==> src/rtl/dma_req_pkg.sv <==
// Shared parameters and the request-kind encoding for the DMA request generator.
package dma_req_pkg;
    // Which of the four requests (or none) the decoder selects this cycle.
    typedef enum logic [2:0] {
        REQ_NONE    = 3'd0,
        REQ_SINGLE  = 3'd1,
        REQ_BURST   = 3'd2,
        REQ_LSINGLE = 3'd3,
        REQ_LBURST  = 3'd4
    } req_kind_e;
endpackage

==> src/rtl/tx_remain_cnt.sv <==
// Transmit remaining-word counter.
// Loads the programmed length on start. Decrements once per pushed word and
// saturates at zero. Assumes start and push are single-cycle qualified strobes;
// start wins if both are high.
module tx_remain_cnt #(
    parameter int CNT_W = 16
) (
    input  logic             clk,
    input  logic             rst_n,
    input  logic             start,
    input  logic             push,
    input  logic [CNT_W-1:0] xfer_len,
    output logic [CNT_W-1:0] remain
);
    // Hold, load or decrement the count of words still to enter the FIFO.
    always_ff @(posedge clk) begin
        if (!rst_n) begin
            remain <= '0;
        end else if (start) begin
            remain <= xfer_len;
        end else if (push && (remain != '0)) begin
            remain <= remain - CNT_W'(1);
        end
    end
endmodule

==> src/rtl/req_decode.sv <==
// Combinational request classifier.
// Picks one request kind from the direction, FIFO level, line-side counter and
// transmit remaining count. Assumes fifo_level never exceeds DEPTH.
module req_decode
    import dma_req_pkg::*;
#(
    parameter int DEPTH = 16,
    parameter int BURST = 8,
    parameter int CNT_W = 16,
    parameter int LVL_W = $clog2(DEPTH + 1)
) (
    input  logic             dir_tx,
    input  logic [LVL_W-1:0] fifo_level,
    input  logic [CNT_W-1:0] line_cnt,
    input  logic [CNT_W-1:0] tx_remain,
    output req_kind_e        kind
);
    localparam logic [LVL_W-1:0] LVL_BURST = LVL_W'(BURST);
    localparam logic [LVL_W-1:0] LVL_DEPTH = LVL_W'(DEPTH);
    localparam logic [CNT_W-1:0] CNT_BURST = CNT_W'(BURST);

    logic [LVL_W-1:0] free_slots;
    logic             line_done;
    req_kind_e        rx_kind;
    req_kind_e        tx_kind;

    // Free FIFO entries and the line-side completion flag.
    always_comb begin
        free_slots = LVL_DEPTH - fifo_level;
        line_done  = (line_cnt == '0);
    end

    // Receive choice: drain by bursts while data flows, finish with last requests.
    always_comb begin
        if (fifo_level > LVL_BURST) begin
            rx_kind = REQ_BURST;
        end else if (fifo_level == LVL_BURST) begin
            rx_kind = line_done ? REQ_LBURST : REQ_BURST;
        end else if (!line_done || fifo_level == '0) begin
            rx_kind = REQ_NONE;
        end else if (fifo_level == LVL_W'(1)) begin
            rx_kind = REQ_LSINGLE;
        end else begin
            rx_kind = REQ_SINGLE;
        end
    end

    // Transmit choice: by words left to write, gated by FIFO free space.
    always_comb begin
        tx_kind = REQ_NONE;
        if (tx_remain > CNT_BURST) begin
            if (free_slots >= LVL_BURST) tx_kind = REQ_BURST;
        end else if (tx_remain == CNT_BURST) begin
            if (free_slots >= LVL_BURST) tx_kind = REQ_LBURST;
        end else if (tx_remain == CNT_W'(1)) begin
            if (free_slots != '0) tx_kind = REQ_LSINGLE;
        end else if (tx_remain != '0) begin
            if (free_slots != '0) tx_kind = REQ_SINGLE;
        end
    end

    // Direction select.
    always_comb begin
        kind = dir_tx ? tx_kind : rx_kind;
    end
endmodule

==> src/rtl/req_out_reg.sv <==
// Request output register.
// Turns the selected kind into four mutually exclusive registered lines.
// The DMA clear input forces all lines low for the following cycle.
module req_out_reg
    import dma_req_pkg::*;
(
    input  logic      clk,
    input  logic      rst_n,
    input  logic      dma_clr,
    input  req_kind_e kind,
    output logic      req_single,
    output logic      req_burst,
    output logic      req_last_single,
    output logic      req_last_burst
);
    // Register one-hot request lines, cleared by reset or by DMA clear.
    always_ff @(posedge clk) begin
        if (!rst_n || dma_clr) begin
            req_single      <= 1'b0;
            req_burst       <= 1'b0;
            req_last_single <= 1'b0;
            req_last_burst  <= 1'b0;
        end else begin
            req_single      <= (kind == REQ_SINGLE);
            req_burst       <= (kind == REQ_BURST);
            req_last_single <= (kind == REQ_LSINGLE);
            req_last_burst  <= (kind == REQ_LBURST);
        end
    end
endmodule

==> src/rtl/dma_req_gen.sv <==
// DMA request generator for a peripheral data FIFO.
// Selects single, burst, last-single or last-burst requests for receive and
// transmit. Never asks for a burst when fewer than BURST words remain.
// Assumes fifo_level <= DEPTH and that line_cnt comes from the line-side engine.
module dma_req_gen
    import dma_req_pkg::*;
#(
    parameter int DEPTH = 16,
    parameter int BURST = 8,
    parameter int CNT_W = 16,
    localparam int LVL_W = $clog2(DEPTH + 1)
) (
    input  logic             clk,
    input  logic             rst_n,
    input  logic             dir_tx,
    input  logic [LVL_W-1:0] fifo_level,
    input  logic [CNT_W-1:0] line_cnt,
    input  logic [CNT_W-1:0] xfer_len,
    input  logic             start,
    input  logic             push,
    input  logic             dma_clr,
    output logic             req_single,
    output logic             req_burst,
    output logic             req_last_single,
    output logic             req_last_burst
);
    logic [CNT_W-1:0] tx_rem;
    req_kind_e        next_kind;

    tx_remain_cnt #(.CNT_W(CNT_W)) u_cnt (
        .clk      (clk),
        .rst_n    (rst_n),
        .start    (start),
        .push     (push),
        .xfer_len (xfer_len),
        .remain   (tx_rem)
    );

    req_decode #(.DEPTH(DEPTH), .BURST(BURST), .CNT_W(CNT_W), .LVL_W(LVL_W)) u_dec (
        .dir_tx     (dir_tx),
        .fifo_level (fifo_level),
        .line_cnt   (line_cnt),
        .tx_remain  (tx_rem),
        .kind       (next_kind)
    );

    req_out_reg u_out (
        .clk             (clk),
        .rst_n           (rst_n),
        .dma_clr         (dma_clr),
        .kind            (next_kind),
        .req_single      (req_single),
        .req_burst       (req_burst),
        .req_last_single (req_last_single),
        .req_last_burst  (req_last_burst)
    );
endmodule

==> config.mk <==
export PLATFORM = sky130hd
export DESIGN_NAME = dma_req_gen
export DESIGN_NICKNAME = d
export VERILOG_FILES = /design/src/rtl/dma_req_pkg.sv /design/src/rtl/tx_remain_cnt.sv /design/src/rtl/req_decode.sv /design/src/rtl/req_out_reg.sv /design/src/rtl/dma_req_gen.sv
export SDC_FILE = /design/constraint.sdc
export NUM_CORES = 1
export LEC_CHECK = 0
export ABC_AREA = 0
export BUFFER_PORTS_ARGS = -buffer_cell sky130_fd_sc_hd__buf_2
export CORE_MARGIN = 5
export CORE_UTILIZATION = 35
export DETAILED_ROUTE_END_ITERATION = 7
export HOLD_SLACK_MARGIN = 0.08
export SYNTH_ARGS = -nofsm -noshare
export SYNTH_HDL_FRONTEND = slang
export SYNTH_HIERARCHICAL = 1
export SYNTH_SLANG_ARGS = --single-unit
==> constraint.sdc <==
create_clock -name clk -period 5.4 [get_ports clk]
set_input_delay 0.81 -clock clk [delete_from_list [all_inputs] [get_ports clk]]
set_output_delay 0.81 -clock clk [all_outputs]
set_load 0.02 [all_outputs]
==> metrics.csv <==
metric,value,unit
WHS,0.5536,ns
Post-CTS Repair Setup Buffers,0,
hold path start,u_cnt/remain[4]$_SDFFE_PN0P_,
ratio of cells with drive above 1 in the final layout,31.10,%
Mapped Cells,166,
gr usage total,14.63,%
I/O pin count,47,
Mean Syn Cell Area,8.427,sq um
drt first pass iters,4,
Final Slew Violations,0,
Hold Buf Count CTS,0,
Worst Path Required,5.56,ns
vias,1484,
Core Area,3943,sq um
Max IR drop VDD,87.69,uV
max frequency,0.4167,GHz
grt total ovfl,0,
critical path data arrival time,2.56,ns
Worst Setup Start Kind,input pin,
Synth warnings,6,
Yosys top cell area share,28.62,%
DRC violations left,0,
HP Class,flip-flop to flip-flop,
die width,73.22,um
CTS Buf Count,3,
PwrDens,216.1,nW/um^2
vias in the first global route,1357,
leading area contributor after synthesis,dfxtp_1,
FF-to-FF path depth,6,
Post-Route WL,3.719,mm
WL/cell,14.36,um
CP Capture Type,flip-flop,
clock sink count,20,
"Top FF cell, synth",dfxtp_1,
maximum number of pins on one net before global-route repair,27,
Hold Crit Depth,2,
Unique masters post-synth,46,
skew final,0.004036,ns
CTS root buffer,clkbuf_8,
Synth Net Count,211,
RSZ-0062 raised after global routing,false,
IO Port Bufs,46,
Max Fanout on Critical Path,4,
sequential cell area fraction in the yosys report,28.62,%
max-cap violations,0,
PostCTS Resize Cnt,0,
Slew headroom,45.77,%
die area,5361,sq um
Routed Antenna Nets,0,
final setup vio count,0,
Slew @ Worst Pin,0.8107,ns
number of diodes,0,
global-route wire length before repair,6.334,mm
via/cell ratio,5.730,
routability cong.,0.8088,
setup_tns,0,ns
"CTS clk-pin slew, worst paths",0.07,ns
Die Height,73.22,um
final core utilization,43.19,%
status,completed,
H-tree levels,1,
"Hold Vio Cnt, Final",0,
min Tclk post-route,2.400,ns
"Period Utilization, post-route",44.44,%
placed wire-length estimate,2.833,mm
"top cells by area, synth","dfxtp_1, o21ai_0, a31oi_1, or4_1, or3_1",
most common cell in the netlist,dfxtp_1,
area grow syn2layout,21.73,%
worst skew pair latency,0.26,ns
flop-to-flop setup slack,3.07,ns
post-route insts no fill,259,
CTS tree,done,
Clock Tree Buf Depth,2,
Reg-to-Reg Start,u_cnt/remain[0]$_SDFFE_PN0P_,
Final nets,256,
Yosys reg bits,20,
row count,23,
placed cells,256,
hold path endpoint,u_cnt/remain[4]$_SDFFE_PN0P_,
Synth async-reset ratio,0,%
reg2reg end,u_cnt/remain[0]$_SDFFE_PN0P_,
Post-Syn Area,1399,sq um
Crit Path Class,input pin to flip-flop,
DR iter-0 viols,60,
Post-synth top cells,"dfxtp_1, o21ai_0, a31oi_1",
initial antenna violation count,0,
number of synthesized flops with an enable pin,0,
static leakage power,0.6461,nW
Initial Util,35.48,%
[cells in the final DEF, fill, tap and decap left out, types with 3 or more instances in the layout]
cell type	instances
a31oi_1	10
buf_2	46
clkbuf_8	3
dfxtp_1	20
inv_1	7
nand2_1	9
nand4_1	5
nor2_1	8
nor3_1	3
nor4_1	8
nor4_2	4
nor4b_1	4
o211ai_1	4
o21ai_0	17
o31ai_1	7
or2_2	3
or3_1	9
or4_1	8
[worst max-delay path, cell delays in order]
cell,delay [ns]
buf_2,0.12
nor4_1,0.39
ha_1,0.33
a31oi_1,0.22
nand4_1,0.12
a32oi_1,0.31
nor4b_1,0.26
[metal layers]
layer	part of all wire, %	wire length (um)	GRT usage (%)	vias to the layer above
met3	5.1	190	2.617	4
li1	-	-	-	765
met1	49	1812	20.93	678
met5	0	0	0	-
met4	0.97	36	4.303	0
met2	45	1680	22.24	37
[power by group]
| group | internal (mW) | switching (mW) | total, mW |
|---|---|---|---|
| logic | 0.0433 | 0.0522 | 0.0956 |
| clock network | 0.0497 | 0.0488 | 0.0985 |
| registers | 0.158 | 0.0160 | 0.174 |
[flip-flops by register name, summed over array words and instances, names as in the netlist]
register / cells
u_cnt/remain: 16
u_out/req_burst: 1
u_out/req_last_burst: 1
u_out/req_last_single: 1
u_out/req_single: 1
[area by class of cell]
cell class | instances | area [sq um]
Clock buffer | 3 | 41.29
Fill cell | 404 | 2240
Inverter | 7 | 26.28
Multi-Input combinational cell | 133 | 942.2
Sequential cell | 20 | 400.4
Tap cell | 50 | 62.56
Timing Repair Buffer | 46 | 230.2
[worst max-delay path by stage]
stage                            startpoint                           end  slack [ns]  cells past startpoint
2_1_floorplan                 fifo_level[1]    u_out/req_burst$_SDFF_PP0_        3.07                      6
3_3_place_gp                  fifo_level[1]    u_out/req_burst$_SDFF_PP0_        2.81                      7
3_5_place_dp                  fifo_level[1]    u_out/req_burst$_SDFF_PP0_        2.75                      7
4_1_cts                       fifo_level[1]    u_out/req_burst$_SDFF_PP0_        3.02                      7
5_1_grt        u_cnt/remain[0]$_SDFFE_PN0P_  u_cnt/remain[5]$_SDFFE_PN0P_        2.84                      6
6_report                      fifo_level[1]    u_out/req_burst$_SDFF_PP0_        3.00                      7
[cells by family (layout without fill, tap and decap cells)]
kind of cell	after synthesis	count (layout)	synth area share [%]
and+or+nand+nor	78	78	38.28
adders and majority gates	2	2	1.789
xor gates and xnor gates	2	2	1.252
AOI/OAI and AO/OA	51	51	26.03
buffers and inverters	13	56	4.025
DFF	20	20	28.62
[metrics by stage]
| step | cell area, sq um | setup WS [ns] | power [mW] |
|---|---|---|---|
| detailed placement | 1662 | 2.752 | 0.2712 |
| global placement | 1662 | 2.809 | 0.2715 |
| finish | 1703 | 3.000 | 0.3679 |
| global route | 1703 | 2.841 | 0.3918 |
| CTS | 1703 | 3.020 | 0.3712 |
| floorplan | 1399 | 3.071 | 0.2374 |
No activity file was read; power rests on OpenSTA's default activity.
